[src/rtl/irq_route_pkg.sv]
package irq_route_pkg;
  localparam int NPIN       = 4;
  localparam int STAT_W     = 32;
  localparam int ROUTE_W    = NPIN * NPIN;
  localparam int MBOX_BIT   = 31;
  localparam int LOCAL_BIT  = 30;
  localparam int QUEUE_BIT  = 27;
  localparam int DMA0_BIT   = 24;
  localparam int DMA_N      = 2;

  // a route bit is valid when its target is not pin A and not its own source
  function automatic logic route_valid(input int b);
    int tgt;
    int src;
    tgt = b / NPIN;
    src = b % NPIN;
    return (b < ROUTE_W) && (tgt != 0) && (tgt != src);
  endfunction

  function automatic logic [STAT_W-1:0] route_mask();
    logic [STAT_W-1:0] m;
    m = '0;
    for (int b = 0; b < ROUTE_W; b++) m[b] = route_valid(b);
    return m;
  endfunction

  localparam logic [STAT_W-1:0] ROUTE_MASK = route_mask();
  localparam logic [STAT_W-1:0] DMA_MASK   = {{(STAT_W-DMA_N){1'b0}}, {DMA_N{1'b1}}} << DMA0_BIT;
  localparam logic [STAT_W-1:0] WRITE_MASK = ROUTE_MASK | DMA_MASK | (STAT_W'(1) << LOCAL_BIT);
  localparam logic [STAT_W-1:0] IMPL_MASK  = WRITE_MASK | (STAT_W'(1) << MBOX_BIT)
                                             | (STAT_W'(1) << QUEUE_BIT);
endpackage

[src/rtl/irq_pin_sync.sv]
module irq_pin_sync #(
  parameter int STAGES = 2
) (
  input  logic clk,
  input  logic rst_n,
  input  logic pin_lvl,
  output logic rise
);
  logic [STAGES-1:0] chain;
  logic              last;

  always_ff @(posedge clk or negedge rst_n) begin
    if (!rst_n) begin
      chain <= '0;
      last  <= 1'b0;
    end else begin
      chain[0] <= pin_lvl;
      for (int i = 1; i < STAGES; i++) chain[i] <= chain[i-1];
      last <= chain[STAGES-1];
    end
  end

  assign rise = chain[STAGES-1] & ~last;


  single_rise_chk: assert property (@(posedge clk) disable iff (!rst_n)
    rise |=> !rise);
endmodule

[src/rtl/irq_sticky_bit.sv]
module irq_sticky_bit (
  input  logic clk,
  input  logic rst_n,
  input  logic set,
  input  logic clr,
  output logic q
);
  always_ff @(posedge clk or negedge rst_n) begin
    if (!rst_n)   q <= 1'b0;
    else if (set) q <= 1'b1;
    else if (clr) q <= 1'b0;
  end


  set_wins_chk: assert property (@(posedge clk) disable iff (!rst_n)
    set |=> q);

  clear_takes_chk: assert property (@(posedge clk) disable iff (!rst_n)
    (clr && !set) |=> !q);

  no_spurious_chk: assert property (@(posedge clk) disable iff (!rst_n)
    (!set && !q) |=> !q);
endmodule

[src/rtl/irq_pin_drive.sv]
module irq_pin_drive (
  input  logic clk,
  input  logic rst_n,
  input  logic req,
  input  logic dir_in,
  output logic out
);
  always_ff @(posedge clk or negedge rst_n) begin
    if (!rst_n) out <= 1'b0;
    else        out <= req & ~dir_in;
  end


  input_pin_quiet_chk: assert property (@(posedge clk) disable iff (!rst_n)
    dir_in |=> !out);

  no_req_quiet_chk: assert property (@(posedge clk) disable iff (!rst_n)
    !req |=> !out);
endmodule

[src/rtl/irq_route_stat.sv]
module irq_route_stat
  import irq_route_pkg::*;
#(
  parameter int SYNC_STAGES = 2,
  parameter int MBOX_W      = 8,
  parameter int PTR_W       = 6
) (
  input  logic              clk,
  input  logic              rst_n,
  input  logic              wr_en,
  input  logic [STAT_W-1:0] wr_data,
  output logic [STAT_W-1:0] rd_data,
  input  logic [MBOX_W-1:0] mbox_flags,
  input  logic              q_en,
  input  logic [PTR_W-1:0]  q_head,
  input  logic [PTR_W-1:0]  q_tail,
  input  logic [DMA_N-1:0]  dma_evt,
  input  logic [NPIN-1:0]   pin_lvl,
  input  logic [NPIN-1:0]   pin_is_in,
  input  logic [ROUTE_W-1:0] route_en,
  output logic [NPIN-1:0]   irq_out
);
  logic [NPIN-1:0]    pin_rise;
  logic [ROUTE_W-1:0] route_q;
  logic [ROUTE_W-1:0] route_unused;
  logic [DMA_N-1:0]   dma_q;
  logic               local_q;
  logic               mbox_any;
  logic               queue_ne;
  logic [NPIN-1:0]    pin_req;
  logic               unused_wr;

  assign unused_wr = ^(wr_data & ~WRITE_MASK) ^ ^route_unused;

  assign mbox_any = |mbox_flags;
  assign queue_ne = q_en && (q_head != q_tail);

  // pin edge detectors
  for (genvar p = 0; p < NPIN; p++) begin : g_sync
    irq_pin_sync #(.STAGES(SYNC_STAGES)) sync_i (
      .clk(clk), .rst_n(rst_n), .pin_lvl(pin_lvl[p]), .rise(pin_rise[p]));
  end

  // routing flags
  for (genvar b = 0; b < ROUTE_W; b++) begin : g_route
    localparam int TGT = b / NPIN;
    localparam int SRC = b % NPIN;
    if (TGT != 0 && TGT != SRC) begin : g_live
      irq_sticky_bit flag_i (
        .clk(clk), .rst_n(rst_n),
        .set(route_en[b] & pin_is_in[SRC] & pin_rise[SRC]),
        .clr(wr_en & wr_data[b]),
        .q(route_q[b]));
      assign route_unused[b] = 1'b0;
    end else begin : g_hole
      assign route_q[b]      = 1'b0;
      assign route_unused[b] = route_en[b];
    end
  end

  // DMA flags
  for (genvar c = 0; c < DMA_N; c++) begin : g_dma
    irq_sticky_bit flag_i (
      .clk(clk), .rst_n(rst_n),
      .set(dma_evt[c]),
      .clr(wr_en & wr_data[DMA0_BIT+c]),
      .q(dma_q[c]));
  end

  // local request follows the written value
  always_ff @(posedge clk or negedge rst_n) begin
    if (!rst_n)     local_q <= 1'b0;
    else if (wr_en) local_q <= wr_data[LOCAL_BIT];
  end

  always_comb begin
    rd_data                  = '0;
    rd_data[ROUTE_W-1:0]     = route_q;
    rd_data[DMA0_BIT +: DMA_N] = dma_q;
    rd_data[QUEUE_BIT]       = queue_ne;
    rd_data[LOCAL_BIT]       = local_q;
    rd_data[MBOX_BIT]        = mbox_any;
  end

  // per-pin request and output drive
  for (genvar t = 0; t < NPIN; t++) begin : g_pin
    if (t == 0) begin : g_sum
      assign pin_req[t] = mbox_any | local_q | queue_ne | (|dma_q)
                          | (|route_q[NPIN-1:0]);
    end else begin : g_rt
      assign pin_req[t] = |route_q[NPIN*t +: NPIN];
    end
    irq_pin_drive drive_i (
      .clk(clk), .rst_n(rst_n), .req(pin_req[t]), .dir_in(pin_is_in[t]),
      .out(irq_out[t]));
  end


  reserved_zero_chk: assert property (@(posedge clk) disable iff (!rst_n)
    (rd_data & ~IMPL_MASK) == '0);

  local_follow_chk: assert property (@(posedge clk) disable iff (!rst_n)
    wr_en |=> (rd_data[LOCAL_BIT] == $past(wr_data[LOCAL_BIT])));

  local_hold_chk: assert property (@(posedge clk) disable iff (!rst_n)
    !wr_en |=> $stable(rd_data[LOCAL_BIT]));

  mbox_idle_chk: assert property (@(posedge clk) disable iff (!rst_n)
    (mbox_flags == '0) |-> !rd_data[MBOX_BIT]);
endmodule

[config.mk]
export PLATFORM = sky130hd
export DESIGN_NAME = irq_route_stat
export DESIGN_NICKNAME = d
export VERILOG_FILES = /design/src/rtl/irq_route_pkg.sv /design/src/rtl/irq_pin_sync.sv /design/src/rtl/irq_sticky_bit.sv /design/src/rtl/irq_pin_drive.sv /design/src/rtl/irq_route_stat.sv
export SDC_FILE = /design/constraint.sdc
export NUM_CORES = 1
export LEC_CHECK = 0
export BUFFER_PORTS_ARGS = -buffer_cell sky130_fd_sc_hd__clkbuf_2
export CORE_MARGIN = 4
export CORE_UTILIZATION = 36
export DETAILED_ROUTE_END_ITERATION = 6
export HOLD_SLACK_MARGIN = 0.05
export PLACE_DENSITY = 0.77
export SYNTH_ARGS = -nofsm -noshare
export SYNTH_HDL_FRONTEND = slang
export SYNTH_SLANG_ARGS = --single-unit
[constraint.sdc]
create_clock -name clk -period 1.45 [get_ports clk]
set_clock_uncertainty 0.05 [all_clocks]
set_input_delay 0.0725 -clock clk [delete_from_list [all_inputs] [get_ports clk]]
set_output_delay 0.0725 -clock clk [all_outputs]
set_load 0.005 [all_outputs]
==> flow_summary.ini, run 1 <==
[clocking]
cts_buffers = 3
cts_buffer_depth = 2
clock_latency_ns = 0.32
postCtsSetupBuffers = 0
cts_htree_levels = 1
cts_root_buf = clkbuf_4
path_clk_slew_ns = 0.14
clkSinkCount = 28
cts_tree = yes

[critical_path]
path_class = flip-flop to flip-flop
endpoint_kind = flip-flop
r2r-start = g_dma[1].flag_i.q
max_stage_delay_ns = 0.55
required_ns = 1.62
worstSetupStartpoint = g_dma[1].flag_i.q
cp_cell_sequence = a21o_1 > dlygate4sd3_1
crit_arrival_ns = 1.46
crit_fanout = 3
path_delay_family = buffers and inverters
cpMaxStageDelayCell = dlygate4sd3_1
reg2regPathDepth = 2
cp.depth = 2
start_kind = flip-flop
cp.buffers_inverters = 1

[floorplan]
core-area_mm2 = 0.00339
initial_core_util_pct = 37.8
die_height_um = 67.7
rows = 21
die_w_um = 67.7
dieArea_mm2 = 0.00458
io_pins = 118

[layout]
areaGrowthSynthToFinish_pct = 44.2
post-route-util_pct = 54.6
nNetsFinal = 286
drive_gt1_share_pct = 38.9
diodes = 0

[sta]
final.setup.tns_ns = 0
setup_viol = 0
grt_setup_unrepaired = false
slew_viol_final = 0
hold_viol = 0
fin_ws_ns = 0.159
fmax_mhz = 774
finalCritPeriodShare_pct = 89.1
tightest_slew_ns = 0.657
period_needed_ns = 1.29
slew_headroom_pct = 56.2

[placement]
portBuffers = 72
gp_congestion = 0.782
place_ws_ns = 0.169
dp_hpwl_mm = 2.22

[routing]
first_pass_iters = 4
num_vias = 1085
drc = 0
routed_wl_mm = 3.34
drtIter0Drc = 18
wl_per_cell_um = 13.4
vias_per_cell = 4.36
postRouteAntennaNets = 0

[yosys]
netlist_area_mm2 = 0.00128
ys_top_cells_by_area = dfrtp_1 55%, buf_4 21%, a22o_1 6.1%, nand2_1 4.7%, xnor2_1 2.7%
synth_ff_type = dfrtp_1
yosysSeqAreaShare_pct = 54.6
netlist_top_cells_count = 36 x buf_4, 28 x dfrtp_1, 16 x nand2_1, 9 x a22o_1, 7 x nor2_1
synth-seq-cells = 28
synth-edff-count = 0
synthDistinctLibCells = 17
synth_top_area_share_pct = 54.6
netlist_instances = 116
syn_area_per_cell_um2 = 11.1
synth-async-reset-ratio_pct = 100
synth_largest_area_cell = dfrtp_1
ys_warn_count = 0
yosys.cell_count.top_type = buf_4

[worst_hold_path]
whs_path_depth = 3
min-delay-start = q_en
min_path_type = input pin to flip-flop

[power_and_ir_drop]
peakVddDrop_uv = 772
p_leak_nw = 0.970
power.density_mw_per_mm2 = 845

[grt]
grt_use_total_pct = 15.3
antenna_found_initial = 0
grt_max_degree = 29
overflow = 0
grt_pass1_wl_mm = 5.15
grt_pass1_vias = 1112

[outcome]
status = finished clean

[job]
drv_cap = 0
==> kinds of logic after synthesis <==
group                  Yosys count  share of synthesized area [%]
buffers and inverters           37                           21.4
AND/OR/NAND/NOR                 30                           9.95
flip-flops                      28                           54.6
AO/OA/AOI/OAI                   13                           8.78
XOR/XNOR                         6                           4.10
multiplexers                     1                          0.878
other                            1                          0.292
==> worst paths after layout <==
path,end,slack (ns)
max,g_dma[1].flag_i.q,0.16
min,g_pin[0].drive_i.out,0.07
max reg2reg,g_dma[1].flag_i.q,0.16
min reg2reg,g_sync[2].sync_i.chain[1],0.32
max in group asynchronous,g_sync[2].sync_i.last,0.68
min in group asynchronous,g_sync[2].sync_i.chain[0],0.26
==> cell type report <==
cell class	instances	area [um2]
Multi-Input combinational cell	68	379
Fill cell	285	1540
Tap cell	46	57.6
Clock buffer	4	36.3
Sequential cell	28	701
Timing Repair Buffer	103	676
==> cells in the final DEF, fill, tap and decap left out <==
| cell | Yosys | layout |
|---|---|---|
| o21ba_1 | 1 | 1 |
| clkbuf_4 | 0 | 3 |
| conb_1 | 1 | 18 |
| xor2_1 | 2 | 2 |
| dlygate4sd3_1 | 0 | 32 |
| a21o_1 | 2 | 2 |
| nand2_2 | 0 | 1 |
| dfrtp_1 | 28 | 28 |
| or4_1 | 1 | 1 |
| clkbuf_2 | 0 | 71 |
| xnor2_1 | 4 | 4 |
| a22o_1 | 9 | 9 |
| clkbuf_8 | 0 | 1 |
| nor2_1 | 7 | 5 |
| nor4_1 | 2 | 2 |
| nand2_1 | 16 | 15 |
| o31a_1 | 1 | 1 |
| mux2_2 | 1 | 1 |
| nand4_1 | 1 | 1 |
| nor2_2 | 0 | 2 |
| nor3_1 | 3 | 3 |
==> what timing repair did <==
action	in CTS	in global routing
endpoints found under the hold margin	48	4
setup endpoints to repair	0	4
hold buffers	32	4
gates resized for setup	0	3
==> worst reg2reg max path, cell delays in order, from the launching register on <==
cell and delay [ns]:
dfrtp_1 0.43, a21o_1 0.17, dlygate4sd3_1 0.55
==> per-layer routing <==
layer | wire length [um] | GRT usage, % | share of wire, % | up-vias
met5 | 0 | 0 | 0 | -
li1 | - | - | - | 502
met3 | 369 | 3.66 | 11 | 8
met4 | 64 | 6.08 | 1.9 | 0
met2 | 1840 | 27.8 | 55 | 76
met1 | 1080 | 16.9 | 32 | 499
==> stage by stage <==
stage | hold WS (ns) | instances | total power [W] | area (um2)
after floorplan | -0.273 | 133 | 0.00107 | 1350
after global placement | 0.0834 | 214 | 0.00113 | 1490
after detailed placement | 0.0816 | 214 | 0.00114 | 1490
after CTS | 0.0796 | 250 | 0.00157 | 1850
after global routing | 0.0751 | 249 | 0.00166 | 1850
final | 0.0711 | 249 | 0.00156 | 1850
==> state kept, by name, summed over array words and instances, names as in the netlist <==
name and count:
g_route.g_live.flag_i.q 9, local_q 1, g_dma.flag_i.q 2, g_sync.sync_i.chain 8, g_pin.drive_i.out 4, g_sync.sync_i.last 4
==> power by group <==
group / total, W / switching, W / leakage [nW] / internal, W
sequential: 0.000882 / 0.0000408 / 0.340 / 0.000841
clock: 0.000367 / 0.000214 / 0.0210 / 0.000154
combinational: 0.000314 / 0.000129 / 0.610 / 0.000185
total: 0.00156 / 0.000383 / 0.970 / 0.00118
(Power assumes the default switching activity.)
==> inputs of run 2 (changes only) <==
Settings changed: ABC_AREA set to 1, CORE_UTILIZATION 36 to 41, PLACE_DENSITY 0.77 to 0.84.
Clock period 1.45 ns to 1.5 ns, I/O delays scaled along.
==> flow_summary.ini, run 2 <==
[grt]
grt_use_total_pct = 16.6
grt_pass1_vias = 1218
overflow = 0
grt_pass1_wl_mm = 5.41
antenna_found_initial = 0
grt_max_degree = 29

[critical_path]
crit_fanout = 3
cp_cell_sequence = a21o_1 > dlygate4sd3_1
reg2regPathDepth = 2
path_class = flip-flop to flip-flop
max_stage_delay_ns = 0.55
reg2reg_slack_ns = 0.20
crit_arrival_ns = 1.47
endpoint_kind = flip-flop
cpMaxStageDelayCell = dlygate4sd3_1
regToRegEndpoint = g_dma[0].flag_i.q
r2r-start = g_dma[0].flag_i.q
worstSetupStartpoint = g_dma[0].flag_i.q
required_ns = 1.67
start_kind = flip-flop

[yosys]
synth-seq-cells = 28
netlist_instances = 156
netlist_top_cells_count = 42 x nand2_1, 37 x buf_4, 28 x dfrtp_1, 17 x inv_1, 12 x nor2_1
synthDistinctLibCells = 15
ys_top_cells_by_area = dfrtp_1 50%, buf_4 20%, nand2_1 11%, inv_1 4.6%, nor2_1 3.2%
synth_ff_type = dfrtp_1
syn_area_per_cell_um2 = 8.94
netlist_area_mm2 = 0.00140
yosysSeqAreaShare_pct = 50.2
synth_top_area_share_pct = 50.2
synth_largest_area_cell = dfrtp_1
yosys.cell_count.top_type = nand2_1
synth-async-reset-ratio_pct = 100
ys_warn_count = 0
synth-edff-count = 0

[sta]
finalCritPeriodShare_pct = 86.6
setup_viol = 0
hold_slack_ns = 0.0844
slew_headroom_pct = 54.8
hold_viol = 0
final.setup.tns_ns = 0
fin_ws_ns = 0.201
tightest_slew_ns = 0.678
fmax_mhz = 770
grt_setup_unrepaired = false
slew_viol_final = 0
period_needed_ns = 1.30

[floorplan]
die_w_um = 66.3
rows = 20
core-area_mm2 = 0.00315
initial_core_util_pct = 44.2
io_pins = 118
dieArea_mm2 = 0.00440
die_height_um = 66.3

[clocking]
clkSinkCount = 28
postCtsSetupBuffers = 0
cts_resized = 0
hold_buffers = 33
cts_buffers = 3
cts_root_buf = clkbuf_4
cts_buffer_depth = 2
clock_latency_ns = 0.33
cts_tree = yes
cts_htree_levels = 1
path_clk_slew_ns = 0.15

[layout]
nNetsFinal = 328
mostFrequentLayoutCell = clkbuf_2
drive_gt1_share_pct = 31.4
diodes = 0
areaGrowthSynthToFinish_pct = 41.9
post-route-util_pct = 62.8
regMostFlops = g_route.g_live.flag_i.q
layout_common_cells = 72 x clkbuf_2, 42 x nand2_1, 33 x dlygate4sd3_1, 28 x dfrtp_1, 18 x conb_1
largestRegisters = g_route.g_live.flag_i.q: 9 flops, g_sync.sync_i.chain: 8 flops
largest_reg_flops = 9

[placement]
dp_hpwl_mm = 2.49
portBuffers = 72
gp_congestion = 0.692
place_ws_ns = 0.424

[routing]
wl_per_cell_um = 12.2
first_pass_iters = 4
postRouteAntennaNets = 0
vias_per_cell = 4.20
drtIter0Drc = 22
routed_wl_mm = 3.52
drc = 0
num_vias = 1215

[power_and_ir_drop]
power_frac_clock_pct = 29.5
power.density_mw_per_mm2 = 845
pwr-share-comb_pct = 19.7
intPower_w = 0.00127
peakVddDrop_uv = 655
switchingPower_w = 0.000402
power_frac_seq_pct = 50.9
swShare_pct = 24.1
p_leak_nw = 1.15

[worst_hold_path]
hold_end = g_pin[0].drive_i.out
whs_path_depth = 5
min_path_type = input pin to flip-flop
min-delay-start = mbox_flags[0]

[job]
drv_cap = 0

[outcome]
status = finished clean
## run 2: cell count changes after synthesis, sizes merged, moves of 4 or more
cell	before	now
nand2	16	42
inv	0	17
a22o	9	0
nand4	1	7
nor2	7	12
xnor2	4	0
## run 2: cells by family (layout without fill, tap and decap cells)
| family | Yosys count | after routing | share of synthesized area [%] |
|---|---|---|---|
| AND/OR/NAND/NOR | 66 | 66 | 20.6 |
| AO/OA/AOI/OAI | 6 | 6 | 3.59 |
| flip-flops | 28 | 28 | 50.2 |
| buffers and inverters | 54 | 126 | 24.5 |
| other | 1 | 18 | 0.269 |
| multiplexers | 1 | 1 | 0.807 |
## run 2: worst max path at each step
stage	end	slack, ns	cells past startpoint
global route	g_route[14].g_live.flag_i.q	0.14	3
CTS	g_dma[0].flag_i.q	0.21	2
floorplan	g_pin[0].drive_i.out	0.48	3
global placement	g_pin[0].drive_i.out	0.44	3
detailed placement	g_pin[0].drive_i.out	0.42	3
finish	g_dma[0].flag_i.q	0.20	2
## run 2: metal layers
metal,vias to the layer above,wire length (um),track usage (%)
met5,-,0,0
met3,6,253,2.72
met2,50,1950,31.2
met4,0,68,7.61
met1,550,1250,17.7
li1,609,-,-
## run 2: final cells by class
cell class	instances	area (um2)
inverters	17	63.8
clock buffers	3	22.5
flip-flops and latches	28	701
repair buffers	105	691
well taps	44	55.1
fillers	281	1170
multi-input cells	91	417
clock inverters	1	30.0
## run 2: stage by stage
step / cells / instance area [um2] / total power [W]
global route: 289 / 1980 / 0.00176
detailed placement: 252 / 1600 / 0.00111
finish: 289 / 1980 / 0.00167
global placement: 252 / 1600 / 0.00110
floorplan: 173 / 1460 / 0.00105
CTS: 289 / 1980 / 0.00168
## run 2: critical path, delay by kind of cell, from the launching register on
family | cells | cell delay (ns)
buffers and inverters | 1 | 0.55
flip-flops | 1 | 0.43
AO/OA/AOI/OAI | 1 | 0.18
## run 2: power groups by stage
| stage | combinational [W] | sequential (W) | clock [W] |
|---|---|---|---|
| floorplan | 0.000193 | 0.000853 | 0 |
| global placement | 0.000238 | 0.000864 | 0 |
| detailed placement | 0.000247 | 0.000866 | 0 |
| CTS | 0.000327 | 0.000851 | 0.000505 |
| global route | 0.000371 | 0.000859 | 0.000530 |
| finish | 0.000329 | 0.000850 | 0.000493 |
==> inputs of run 3 (changes only) <==
Settings changed: PLACE_DENSITY 0.84 to 0.91.
==> flow_summary.ini, run 3 (synthesis gave the netlist of run 2 again) <==
[sta]
setup_viol = 0
hold_viol = 0
fin_ws_ns = 0.0808
tightest_slew_ns = 0.664
finalCritPeriodShare_pct = 94.6
fmax_mhz = 705
final.setup.tns_ns = 0
period_needed_ns = 1.42
hold_slack_ns = 0.0847
grt_setup_unrepaired = false
slew_headroom_pct = 55.7
slew_viol_final = 0

[placement]
portBuffers = 72
dp_hpwl_mm = 2.53
place_ws_ns = 0.420
gp_congestion = 0.734

[floorplan]
die_height_um = 66.3
initial_core_util_pct = 44.2
die_w_um = 66.3
rows = 20
io_pins = 118
core-area_mm2 = 0.00315
dieArea_mm2 = 0.00440

[outcome]
status = finished clean

[power_and_ir_drop]
peakVddDrop_uv = 734
power.density_mw_per_mm2 = 785
p_leak_nw = 1.14

[clocking]
cts_root_buf = clkbuf_4
cts_buffers = 3
postCtsSetupBuffers = 0
cts_htree_levels = 1
clkSinkCount = 28
cts_buffer_depth = 2
clock_latency_ns = 0.32
path_clk_slew_ns = 0.14
cts_tree = yes

[routing]
route.met3.wl_um = 223
postRouteAntennaNets = 0
dr_wl_met2_mm = 1.92
top_layer_used = met4
drtIter0Drc = 41
num_vias = 1229
routed_wl_mm = 3.40
vias_per_cell = 4.25
drc = 0
first_pass_iters = 4
wl_per_cell_um = 11.8
met1_length_mm = 1.22

[layout]
diodes = 0
nNetsFinal = 328
regMostFlops = g_route.g_live.flag_i.q
mostFrequentLayoutCell = clkbuf_2
areaGrowthSynthToFinish_pct = 40.9
largest_reg_flops = 9
largestRegisters = g_route.g_live.flag_i.q: 9 flops, g_sync.sync_i.chain: 8 flops
layout_common_cells = 72 x clkbuf_2, 42 x nand2_1, 33 x dlygate4sd3_1, 28 x dfrtp_1, 18 x conb_1
drive_gt1_share_pct = 31.8

[critical_path]
path_class = flip-flop to flip-flop
crit_arrival_ns = 1.59
required_ns = 1.67
endpoint_kind = flip-flop
start_kind = flip-flop
crit_fanout = 3

[grt]
grt_pass1_vias = 1279
overflow = 0
grt_use_total_pct = 16.7
grt_pass1_wl_mm = 5.47
antenna_found_initial = 0
grt_max_degree = 29

[worst_hold_path]
min_path_type = input pin to flip-flop

[job]
drv_cap = 0
[run 3: changes by cell type in the layout (fill, tap and decap cells not counted)]
cell and delta:
nor2_1 -1, nor2_2 +1, clkbuf_8 +1, bufinv_16 -1
[run 3: critical path, cell delays in order, from the launching register on]
cell and delay [ns]:
dfrtp_1 0.40, inv_1 0.06, nor2_2 0.05, a32o_1 0.20, dlygate4sd3_1 0.55
[run 3: cell type report]
| cell class | instances | area [um2] |
|---|---|---|
| Clock buffer | 4 | 36.3 |
| Sequential cell | 28 | 701 |
| Tap cell | 44 | 55.1 |
| Multi-Input combinational cell | 91 | 419 |
| Fill cell | 292 | 1190 |
| Inverter | 17 | 63.8 |
| Timing Repair Buffer | 105 | 691 |
[run 3: worst paths after layout]
kind / end / slack (ns) / from / cells past startpoint
worst min-delay path: g_pin[0].drive_i.out / 0.08 / mbox_flags[0] / 5
min in group asynchronous: g_route[6].g_live.flag_i.q / 0.26 / rst_n / 2
worst max-delay path: g_route[12].g_live.flag_i.q / 0.08 / g_sync[0].sync_i.chain[1] / 4
worst min register to register: g_sync[0].sync_i.chain[1] / 0.32 / g_sync[0].sync_i.chain[0] / 0
max in group asynchronous: g_dma[1].flag_i.q / 0.73 / rst_n / 2
worst max register to register: g_route[12].g_live.flag_i.q / 0.08 / g_sync[0].sync_i.chain[1] / 4
[run 3: power breakdown]
| part | internal (W) | switching (W) |
|---|---|---|
| Clock | 0.000148 | 0.000211 |
| Sequential | 0.000813 | 0.0000385 |
| Combinational | 0.000191 | 0.000140 |
[run 3: through the flow]
stage          area, um2  util [%]  std cells  power (W)
2_1_floorplan       1460         -        173    0.00105
3_3_place_gp        1600      50.6        252    0.00110
3_5_place_dp        1600      50.6        252    0.00111
4_1_cts             1960      62.3        289    0.00155
5_1_grt             1970      62.3        289    0.00165
6_report            1970      62.3        289    0.00154
[run 3: what timing repair did]
action	in CTS	in global routing
hold buffers	33	0
gates resized for setup	0	1
setup endpoints to repair	0	3
endpoints found under the hold margin	48	0
[run 3: per-layer routing]
metal  global-route usage, %  up-vias
met2                    30.9       45
met1                    17.8      572
met3                    4.42        4
li1                        -      608
met4                    6.35        0
met5                       0        -
